**src/rtl/pp_rx_pkg.sv**
```systemverilog
package pp_rx_pkg;

    typedef enum logic [1:0] {
        HS_IDLE      = 2'd0,
        HS_WAIT_RISE = 2'd1,
        HS_HOLD      = 2'd2,
        HS_ACK       = 2'd3
    } hs_state_e;

    localparam logic [1:0] ADDR_DATA = 2'd0;
    localparam logic [1:0] ADDR_STAT = 2'd1;
    localparam logic [1:0] ADDR_CMD  = 2'd2;

    localparam int CMD_BIT_RELEASE = 0;
    localparam int CMD_BIT_FSET    = 1;
    localparam int CMD_BIT_FCLR    = 2;
    localparam int STAT_BIT_OVR    = 3;

    typedef struct packed {
        logic ack_release;
        logic force_set;
        logic force_clr;
        logic ovr_clr;
    } pp_cmd_t;

    // field order gives bit3..bit0 of the status register
    typedef struct packed {
        logic overrun;
        logic forced;
        logic busy;
        logic pending;
    } pp_status_t;

    function automatic pp_cmd_t decode_cmd(input logic wr, input logic [1:0] addr,
                                           input logic [3:0] wd);
        pp_cmd_t c;
        c.ack_release = wr && (addr == ADDR_CMD) && wd[CMD_BIT_RELEASE];
        c.force_set   = wr && (addr == ADDR_CMD) && wd[CMD_BIT_FSET];
        c.force_clr   = wr && (addr == ADDR_CMD) && wd[CMD_BIT_FCLR];
        c.ovr_clr     = wr && (addr == ADDR_STAT) && wd[STAT_BIT_OVR];
        return c;
    endfunction

    function automatic logic [3:0] status_bits(input pp_status_t s);
        return s;
    endfunction

endpackage

```
**src/rtl/pp_strobe_sync.sv**
```systemverilog
module pp_strobe_sync #(
    parameter int STAGES = 2
) (
    input  logic clk,
    input  logic rst,
    input  logic strobe_n,
    output logic fall,
    output logic rise
);
    logic [STAGES-1:0] sh_q;
    logic              prev_q;
    logic              level;

    generate
        if (STAGES == 1) begin : g_single
            always_ff @(posedge clk) begin
                if (rst) sh_q <= 1'b1;
                else     sh_q <= strobe_n;
            end
        end else begin : g_chain
            always_ff @(posedge clk) begin
                if (rst) sh_q <= '1;
                else     sh_q <= {sh_q[STAGES-2:0], strobe_n};
            end
        end
    endgenerate

    assign level = sh_q[STAGES-1];

    always_ff @(posedge clk) begin
        if (rst) prev_q <= 1'b1;
        else     prev_q <= level;
    end

    assign fall = prev_q & ~level;
    assign rise = ~prev_q & level;
endmodule

```
**src/rtl/pp_handshake.sv**
```systemverilog
module pp_handshake
    import pp_rx_pkg::*;
#(
    parameter int ACK_CYCLES = 8
) (
    input  logic    clk,
    input  logic    rst,
    input  logic    strobe_fall,
    input  logic    strobe_rise,
    input  pp_cmd_t cmd,
    output logic    busy,
    output logic    ack_n,
    output logic    capture,
    output logic    ovr_set,
    output logic    forced
);
    localparam int CNT_W = (ACK_CYCLES > 1) ? $clog2(ACK_CYCLES) : 1;
    localparam logic [CNT_W-1:0] CNT_LAST = CNT_W'(ACK_CYCLES - 1);

    hs_state_e        state_q, state_d;
    logic [CNT_W-1:0] cnt_q, cnt_d;
    logic             forced_q;

    always_comb begin
        state_d = state_q;
        cnt_d   = cnt_q;
        capture = 1'b0;
        ovr_set = 1'b0;
        case (state_q)
            HS_IDLE: begin
                if (strobe_fall) begin
                    if (forced_q) ovr_set = 1'b1;
                    else          state_d = HS_WAIT_RISE;
                end
            end
            HS_WAIT_RISE: begin
                if (strobe_rise) begin
                    capture = 1'b1;
                    state_d = HS_HOLD;
                end
            end
            HS_HOLD: begin
                if (strobe_fall) ovr_set = 1'b1;
                if (cmd.ack_release) begin
                    state_d = HS_ACK;
                    cnt_d   = '0;
                end
            end
            HS_ACK: begin
                if (strobe_fall) ovr_set = 1'b1;
                if (cnt_q == CNT_LAST) state_d = HS_IDLE;
                else                   cnt_d   = cnt_q + 1'b1;
            end
            default: state_d = HS_IDLE;
        endcase
    end

    always_ff @(posedge clk) begin
        if (rst) begin
            state_q  <= HS_IDLE;
            cnt_q    <= '0;
            forced_q <= 1'b0;
        end else begin
            state_q <= state_d;
            cnt_q   <= cnt_d;
            if (cmd.force_set)      forced_q <= 1'b1;
            else if (cmd.force_clr) forced_q <= 1'b0;
        end
    end

    assign busy   = (state_q != HS_IDLE) | forced_q;
    assign ack_n  = (state_q != HS_ACK);
    assign forced = forced_q;
endmodule

```
**src/rtl/pp_regs.sv**
```systemverilog
module pp_regs
    import pp_rx_pkg::*;
#(
    parameter int DATA_W = 8
) (
    input  logic              clk,
    input  logic              rst,
    input  logic [DATA_W-1:0] host_data,
    input  logic              capture,
    input  logic              ovr_set,
    input  logic              busy,
    input  logic              forced,
    input  logic              bus_sel,
    input  logic              bus_we,
    input  logic [1:0]        bus_addr,
    input  logic [DATA_W-1:0] bus_wdata,
    output pp_cmd_t           cmd,
    output logic [DATA_W-1:0] bus_rdata,
    output logic              irq
);
    logic              rd, wr, rd_data_hit;
    logic [DATA_W-1:0] hold_q;
    logic              pending_q, overrun_q;
    pp_status_t        stat;
    logic              unused_wdata_hi;

    assign rd          = bus_sel & ~bus_we;
    assign wr          = bus_sel & bus_we;
    assign rd_data_hit = rd && (bus_addr == ADDR_DATA);
    assign cmd         = decode_cmd(wr, bus_addr, bus_wdata[3:0]);
    assign unused_wdata_hi = ^bus_wdata[DATA_W-1:4];

    assign stat.overrun = overrun_q;
    assign stat.forced  = forced;
    assign stat.busy    = busy;
    assign stat.pending = pending_q;

    always_ff @(posedge clk) begin
        if (rst) begin
            hold_q    <= '0;
            pending_q <= 1'b0;
            overrun_q <= 1'b0;
            bus_rdata <= '0;
        end else begin
            if (capture) hold_q <= host_data;
            // a fresh capture outranks the clear from a concurrent read
            if (capture)          pending_q <= 1'b1;
            else if (rd_data_hit) pending_q <= 1'b0;
            if (ovr_set)          overrun_q <= 1'b1;
            else if (cmd.ovr_clr) overrun_q <= 1'b0;
            if (rd) begin
                case (bus_addr)
                    ADDR_DATA: bus_rdata <= hold_q;
                    ADDR_STAT: bus_rdata <= DATA_W'(status_bits(stat));
                    default:   bus_rdata <= '0;
                endcase
            end
        end
    end

    assign irq = pending_q;
endmodule

```
**src/rtl/pp_rx_port.sv**
```systemverilog
module pp_rx_port
    import pp_rx_pkg::*;
#(
    parameter int DATA_W      = 8,
    parameter int ACK_CYCLES  = 8,
    parameter int SYNC_STAGES = 2
) (
    input  logic              clk,
    input  logic              rst,
    input  logic              host_strobe_n,
    input  logic [DATA_W-1:0] host_data,
    output logic              host_busy,
    output logic              host_ack_n,
    input  logic              bus_sel,
    input  logic              bus_we,
    input  logic [1:0]        bus_addr,
    input  logic [DATA_W-1:0] bus_wdata,
    output logic [DATA_W-1:0] bus_rdata,
    output logic              irq
);
    logic    stb_fall, stb_rise;
    logic    cap_pulse, ovr_pulse, hs_forced;
    pp_cmd_t cmd_w;

    pp_strobe_sync #(.STAGES(SYNC_STAGES)) u_sync (
        .clk      (clk),
        .rst      (rst),
        .strobe_n (host_strobe_n),
        .fall     (stb_fall),
        .rise     (stb_rise)
    );

    pp_handshake #(.ACK_CYCLES(ACK_CYCLES)) u_hs (
        .clk         (clk),
        .rst         (rst),
        .strobe_fall (stb_fall),
        .strobe_rise (stb_rise),
        .cmd         (cmd_w),
        .busy        (host_busy),
        .ack_n       (host_ack_n),
        .capture     (cap_pulse),
        .ovr_set     (ovr_pulse),
        .forced      (hs_forced)
    );

    pp_regs #(.DATA_W(DATA_W)) u_regs (
        .clk       (clk),
        .rst       (rst),
        .host_data (host_data),
        .capture   (cap_pulse),
        .ovr_set   (ovr_pulse),
        .busy      (host_busy),
        .forced    (hs_forced),
        .bus_sel   (bus_sel),
        .bus_we    (bus_we),
        .bus_addr  (bus_addr),
        .bus_wdata (bus_wdata),
        .cmd       (cmd_w),
        .bus_rdata (bus_rdata),
        .irq       (irq)
    );
endmodule

```
**config.mk**
```make
export PLATFORM = sky130hd
export DESIGN_NAME = pp_rx_port
export DESIGN_NICKNAME = d
export VERILOG_FILES = /design/src/rtl/pp_rx_pkg.sv /design/src/rtl/pp_strobe_sync.sv /design/src/rtl/pp_handshake.sv /design/src/rtl/pp_regs.sv /design/src/rtl/pp_rx_port.sv
export SDC_FILE = /design/constraint.sdc
export NUM_CORES = 1
export LEC_CHECK = 0
export ABC_AREA = 1
export CORE_MARGIN = 1.5
export CORE_UTILIZATION = 55
export CTS_CLUSTER_DIAMETER = 80
export CTS_CLUSTER_SIZE = 14
export DETAILED_ROUTE_END_ITERATION = 10
export DONT_BUFFER_PORTS = 1
export GPL_TIMING_DRIVEN = 0
export PLACE_DENSITY = 0.7
export SETUP_SLACK_MARGIN = 0.5
export SLEW_MARGIN = 25
export SYNTH_ARGS = -nofsm -noshare
export SYNTH_HDL_FRONTEND = slang
export SYNTH_SLANG_ARGS = --single-unit
```
**constraint.sdc**
```tcl
create_clock -name clk -period 1.69 [get_ports clk]
set_input_delay 0.169 -clock clk [delete_from_list [all_inputs] [get_ports clk]]
set_output_delay 0.169 -clock clk [all_outputs]
set_load 0.005 [all_outputs]
```
Word-level counts from Yosys, hierarchy flattened
Index checks and enable logic that the tools add are counted.

Register bits after elaboration: 27. Input bits: 23. Output and inout port bits: 11. Logic and storage cells: 70.

$add $sub $neg: 1. Eq/ne operators: 13. Mux-type cells: 22. Bitwise operators: 8. Reductions and logical operators: 17.

Operators with widths (count): $pmux W8 S2 (1); $ne A2 B2 Y1 const B (6); $mux W1 (11); $mux W2 (5); $reduce_bool A2 Y1 (5); $pmux W2 S4 (1); $logic_and A1 B1 Y1 (7); $eq A2 B2 Y1 const B (3); $mux W3 (2); $pmux W3 S2 (1); $reduce_and A5 Y1 (1); $and A1 B1 Y1 (4); $eq A2 B1 Y1 const B (2); $logic_not A2 Y1 (2); $add A3 B1 Y3 const B (1); $eq A3 B3 Y1 const B (1); $not A1 Y1 (3); $reduce_and A3 Y1 (1); $ne A2 B1 Y1 const B (1); $pmux W1 S2 (1); $reduce_or A2 Y1 (1); $or A1 B1 Y1 (1).

Depth between registers and ports, before layout
Gate-level depths: netlist (run 1).

Depth after elaboration: 5. Depth in mapped cells: 9. Depth with buffers taken out: 9.

Cells and area by module
From an unflattened synthesis (run 1), not the netlist that was laid out.

Cell total of the unflattened synthesis: 184. Area, all modules: 1346.3 µm².

Modules (own cells, without submodules): pp_regs (times used 1, cells each 106, area each 785.8 µm², seq. area each 360.3 µm²); pp_handshake (times used 1, cells each 65, area each 462.9 µm², seq. area each 120.1 µm²); pp_strobe_sync (times used 1, cells each 13, area each 97.6 µm², seq. area each 60.1 µm²).

Worst setup path before layout (run 1)
OpenSTA, ideal clock, no wires.

Path kind: flip-flop to flip-flop. From: register u_hs.cnt_q[0]. To: register u_hs.state_q[1]. Library setup time: 0.115 ns. Arrival time: 1.137 ns. Data required time: 1.575 ns. Setup slack: 0.438 ns. Cell stages (with the launch flop): 9. Buffers on the path: 0. Clock period less this slack: 1.252 ns. Cells stage by stage: dfxtp_1 > ha_1 > ha_1 > nor2_4 > inv_2 > nand2_4 > nor2_2 > a21oi_1 > nor2_1.

Longest elaborated chain between the ends: 3.

Ends and longest elaborated chain: from (decl) (RTL line pp_handshake.sv:21) `logic [CNT_W-1:0] cnt_q, cnt_d;`; from (signal assigned) (RTL line pp_handshake.sv:65) `cnt_q <= cnt_d;`; $eq A3 B3 Y1 (RTL line pp_handshake.sv:51) `if (cnt_q == CNT_LAST) state_d = HS_IDLE;`; $ne A2 B1 Y1 (no source line); $reduce_and A5 Y1 (no source line); to (signal assigned) (RTL line pp_handshake.sv:64) `state_q <= state_d;`; to (decl) (RTL line pp_handshake.sv:20) `hs_state_e state_q, state_d;`.

Every way passes these cells. A chain may end at the register's enable or synchronous reset.

Worst setup path in the final report (run 1)
From: register u_hs.state_q[0]. To: output host_busy.

Longest elaborated chain between the ends: 2.

Ends and longest elaborated chain: $reduce_bool A2 Y1 (RTL line pp_handshake.sv:71) `assign busy = (state_q != HS_IDLE) | forced_q;`; $or A1 B1 Y1 (RTL line pp_handshake.sv:71); to (decl) (RTL line pp_rx_port.sv:12) `output logic host_busy,`.

Every way passes these cells.

==> results of run 1 <==
cells in the final DEF, fill, tap and decap left out, types with 4 or more instances in the layout:
cell type and count:
nand3_2 4, nor2_1 11, o21ai_1 4, a21oi_1 20, inv_1 17, nand3_1 7, buf_4 4, dlygate4sd3_1 8
ha_4 4, inv_2 4, dfxtp_1 25, nand2_1 37, o21ai_0 7
layout make-up:
class / count / area [um^2]
clock buffer: 3 / 22.5
buffer: 3 / 26.3
clock inverter: 1 / 7.51
timing repair buffer: 13 / 115
tap: 28 / 35.0
sequential: 27 / 546
multi-input combinational: 114 / 716
inverter: 24 / 98.8
fill: 170 / 646
critical path, stage by stage (launching register included):
cell,delay [ns]
dfxtp_4,0.40
clkinvlp_4,0.14
ha_4,0.21
nand2_4,0.06
cell families (layout without fill, tap and decap cells):
kind of cell    Yosys count  count (layout)  synth area share
simple gates             70              71             0.271
compound gates           36              36             0.147
fa+ha+maj                 7               7            0.0686
flops                    27              27             0.423
buf+inv                  27              44            0.0901
final timing paths:
| check | cells after the start | startpoint | endpoint | slack (ns) |
|---|---|---|---|---|
| max | 3 | u_hs.state_q[0] | host_busy | 0.38 |
| min | 2 | host_data[5] | u_regs.hold_q[5] | 0.003 |
| max reg2reg | 10 | u_hs.state_q[0] | u_hs.state_q[1] | 0.40 |
| min reg2reg | 1 | u_sync.sh_q[0] | u_sync.sh_q[1] | 0.45 |
timing repair:
action / in CTS / in global routing
pin swaps: 2 / 2
setup endpoints to repair: 18 / 16
buffers inserted: 3 / 1
gates cloned: 2 / 0
hold endpoints to repair: 5 / 3
gates resized for setup: 17 / 7
hold buffers: 5 / 3
report_power, final:
part	internal, mW	switching, mW	leakage (nW)
logic	0.385	0.483	0.375
clock network	0.0909	0.205	0.0139
registers	0.710	0.0665	0.220
routing by layer:
layer | global-route usage | wire (um)
met1 | 0.299 | 1210
met2 | 0.390 | 1380
met4 | 0.0946 | 45
met5 | 0 | 0
met3 | 0.0526 | 214
per-stage QoR:
stage | total power, mW | instance area, um^2
global placement | 1.34 | 1330
CTS | 1.87 | 1510
global route | 2.08 | 1570
floorplan | 1.27 | 1290
detailed placement | 1.38 | 1330
finish | 1.94 | 1570
flip-flops by register name, summed over array words and instances, names as in the netlist:
signal,count
u_regs.bus_rdata,8
u_regs.hold_q,8
u_hs.cnt_q,3
u_hs.state_q,2
u_sync.sh_q,2
u_hs.forced,1
u_regs.irq,1
u_regs.overrun_q,1
u_sync.prev_q,1
==> impl_metrics.tcl, run 1 <==
set metrics [dict create \
    synthTopCellsByCount "38 x nand2_1, 27 x dfxtp_1, 20 x a21oi_1" \
    dieArea_um2 2620 \
    grt_pass1_vias 1023 \
    drc_errors 0 \
    gp_congestion 0.739 \
    clk_path_buf_depth 2 \
    dp_hpwl_mm 1.92 \
    synth.top_cell.area_share 0.423 \
    cts-buffers-inserted 3 \
    hold_viol_final 0 \
    grt_antenna_before_repair 0 \
    utilization 0.708 \
    grt_pass1_wl_mm 4.49 \
    n_antenna_cell 0 \
    relSlewSlack 0.709 \
    path_max_fanout 4 \
    synth_cells 167 \
    vias 1158 \
    fin_cells 213 \
    ant_nets 0 \
    synth_area_um2 1280 \
    irDropWorstVdd_mv 0.845 \
    endpoint_kind "primary output" \
    status "finished, final reports clean" \
    layout_min_cycle_time_ns 1.31 \
    worst_slack_ns 0.381 \
    synth_area_leaders "dfxtp_1 42%, nand2_1 11%, a21oi_1 7.8%, ha_1 6.9%, inv_1 5.6%" \
    drv_slew 0 \
    num_io_pins 34 \
    ys_types 22 \
    yosysWarningCount 0 \
    synth_seq_cells 27 \
    cp.required_ns 1.52 \
    via_per_inst 5.44 \
    nets 216 \
    rsz0062_at_grt "true" \
    grt_max_degree 17 \
    setup_viol 0 \
    areaGrowthSynthToFinish_pct 22.6 \
    syn-mean-instance-area_um2 7.65 \
    tightest_slew_ns 0.436 \
    dr.pass1.iters 5 \
    path_class "reg -> out" \
    initial_core_util 0.577 \
    power.density_nw_per_um2 1240 \
    hp-class "in -> reg" \
    pre_cts_ws_ns 0.316 \
    tns_ns 0 \
    yosys.area.top_type "dfxtp_1" \
    cts_tree "built" \
    skew_ns 0.00777 \
    cts.reportedPaths.clkPinSlew_ns 0.16 \
    fp.coreArea_um2 2210 \
    synth_ff_type "dfxtp_1" \
    crit_arrival_ns 1.14 \
    cts_max_level 1 \
    maxClockFrequency_mhz 764 \
    drv_cap 0 \
    async_flop_share 0 \
    synth_nets 197 \
    seq_area_frac_synth 0.423 \
    leakagePower_nw 0.609 \
    yosysMostFrequentCell "nand2_1" \
    synth-edff-count 0 \
    holdWs_ns 0.00278 \
    port_buffers 0 \
    track_usage 0.236 \
    gr-total-overflow 0 \
    worstSkewPairLatency_ns 0.34 \
    drive_above_1_share 0.227 \
    totalWireLength_mm 2.85 \
    cts_sinks 27 \
    period_share 0.774 \
    critPathLaunchType "flop" \
    wl_per_cell_um 13.4 \
    first_iter_violations 34 \
    std_cell_rows 17 \
    floorplan.die.width_um 51.2 \
    placed_cells 195 \
    die_h_um 51.2 \
    cts-root-buf "clkbuf_4" \
]
No activity file was read; power rests on OpenSTA's default activity.
==> inputs of run 2 (changes only) <==
clock period = 1.24 ns   (was 1.69 ns; I/O delays follow)
==> run 2 against run 1 <==
Net effect: the flow now finishes with violations (negative hold slack, negative setup slack); total power increased by 48%; sequential cell count unchanged; clock-buffer cell count unchanged; die area unchanged; cell count increased by 5.6%; sequential share of layout area decreased by 4.5 points; worst setup slack got worse by 0.40 ns; combinational power increased by 56%; critical path depth increased by 5; critical path type is now reg -> reg.
==> impl_metrics.tcl, run 2 (synthesis gave the netlist of run 1 again) <==
set metrics [dict create \
    status "finished, violations left" \
    violations "negative hold slack, negative setup slack" \
    worst_slack_ns -0.0160 \
    areaGrowthSynthToFinish_pct 46.0 \
    multi_input_area_um2 837 \
    path_max_fanout 3 \
    std_cell_rows 17 \
    floorplan.die.width_um 51.2 \
    path_class "reg -> reg" \
    maxClockFrequency_mhz 796 \
    leakagePower_nw 0.720 \
    relSlewSlack 0.691 \
    wl_per_cell_um 14.8 \
    setup_viol 2 \
    drive_above_1_share 0.442 \
    num_io_pins 34 \
    endpoint_kind "flop" \
    layout_min_cycle_time_ns 1.26 \
    cp.required_ns 1.48 \
    worst_path_max_delay_cell "dfxtp_2" \
    first_iter_violations 29 \
    grt.busiest_layer "met2" \
    layout_common_cells "33 x nand2_1, 16 x inv_1, 13 x dfxtp_1" \
    ant_nets 0 \
    vias 1181 \
    hold_viol_final 4 \
    placed_cells 195 \
    grt_max_degree 17 \
    dp_hpwl_mm 1.95 \
    hp-class "in -> reg" \
    min-delay-start "bus_addr[0]" \
    drv_cap 0 \
    port_buffers 0 \
    drc_errors 0 \
    tightest_slew_ns 0.463 \
    hold_path_depth 3 \
    cts_max_level 1 \
    initial_core_util 0.577 \
    cts_sinks 27 \
    crit_arrival_ns 1.50 \
    fill_cells 131 \
    grt_antenna_before_repair 0 \
    fin_cells 225 \
    grtUsageMet3 0.0468 \
    irDropWorstVdd_mv 1.78 \
    grtUsageMet2 0.407 \
    reg2reg_setup_slack_ns -0.02 \
    tns_ns -0.0180 \
    postCtsHoldBufs 13 \
    grt_pass1_vias 1083 \
    r2r-start "u_hs.cnt_q[0]" \
    drv_slew 0 \
    ff2ff_path_depth 8 \
    mostFrequentLayoutCell "nand2_1" \
    totalWireLength_mm 3.34 \
    critical_path.max_stage_delay_ns 0.36 \
    cts-root-buf "clkbuf_4" \
    gp_congestion 0.782 \
    track_usage 0.248 \
    rr_endpoint "u_hs.state_q[1]" \
    hold_path_end "u_hs.forced" \
    nets 228 \
    period_share 1.01 \
    gr-usage-met1 0.328 \
    n_antenna_cell 0 \
    cts-buffers-inserted 3 \
    worstSkewPairLatency_ns 0.34 \
    grt_pass1_wl_mm 4.74 \
    power.density_nw_per_um2 1540 \
    power_mw 2.88 \
    pre_cts_ws_ns 0.00172 \
    clk_path_buf_depth 2 \
    critPathLaunchType "flop" \
    fp.coreArea_um2 2210 \
    regArea_um2 566 \
    dieArea_um2 2620 \
    via_per_inst 5.25 \
    cp_cell_sequence "ha_4 -> ha_4 -> nor2_4 -> inv_2 -> nand2_4 -> nor2_4 -> a21oi_1 -> nor2_1" \
    holdWs_ns -0.0355 \
    dr.pass1.iters 4 \
    gr-total-overflow 0 \
    die_h_um 51.2 \
    cts.reportedPaths.clkPinSlew_ns 0.15 \
    skew_ns 0.00943 \
    cts_tree "built" \
    rsz0062_at_grt "true" \
    reg_top3 "u_regs.bus_rdata: 8 flops, u_regs.hold_q: 8 flops, u_hs.cnt_q: 3 flops" \
]
## run 2: where the power goes
group | switching, mW | total [mW] | internal (mW) | leakage (nW)
Sequential | 0.134 | 1.11 | 0.978 | 0.227
Combinational | 0.742 | 1.35 | 0.612 | 0.475
Clock | 0.283 | 0.410 | 0.126 | 0.0183
## run 2: area by class of cell
| type | count | area share |
|---|---|---|
| buffer | 3 | 0.0181 |
| clock buffer | 3 | 0.0121 |
| tap | 28 | 0.0188 |
| sequential | 27 | 0.303 |
| multi-input combinational | 113 | 0.449 |
| inverter | 24 | 0.0537 |
| timing repair buffer | 26 | 0.142 |
| clock inverter | 1 | 0.00335 |
## run 2: worst max path at each step
stage,startpoint,end,slack [ns],depth (start not counted)
global placement,u_hs.state_q[1],u_hs.state_q[0],0.05,8
floorplan,u_hs.cnt_q[0],u_hs.state_q[0],0.1,8
finish,u_hs.cnt_q[0],u_hs.state_q[1],-0.02,8
global route,u_hs.state_q[1],u_hs.state_q[1],-0.08,8
CTS,u_hs.cnt_q[1],u_hs.state_q[1],0.02,8
detailed placement,u_hs.cnt_q[0],u_hs.cnt_q[2],0.002,6
## run 2: critical path: cells and delay by family, from the launching register on
kind | cells | cell delay, ns
adder cells (fa/ha/maj) | 2 | 0.33
AO/OA/AOI/OAI | 1 | 0.16
buffers and inverters | 1 | 0.05
flip-flops | 1 | 0.36
AND/OR/NAND/NOR | 4 | 0.25
## run 2: metrics by stage
stage          cell area (um^2)  hold WS (ns)  utilization
2_1_floorplan              1430         0.228            -
3_3_place_gp               1460         0.232        0.661
3_5_place_dp               1460         0.231        0.661
4_1_cts                    1780       -0.0419        0.804
5_1_grt                    1870       -0.0307        0.843
6_report                   1870       -0.0355        0.843
## run 2: what timing repair did
item	in CTS	in global routing
setup buffers	7	5
endpoints found under the hold margin	16	4
gates resized for setup	28	13
pin swaps	9	6
cloned	1	0
setup endpoints to repair	28	32
## run 2: metal layers
| layer | up-vias | share of wire | wire (um) |
|---|---|---|---|
| met5 | - | 0 | 0 |
| met4 | 0 | 0.0051 | 17 |
| met3 | 2 | 0.042 | 140 |
| met2 | 31 | 0.50 | 1690 |
| met1 | 550 | 0.45 | 1500 |
| li1 | 598 | - | - |
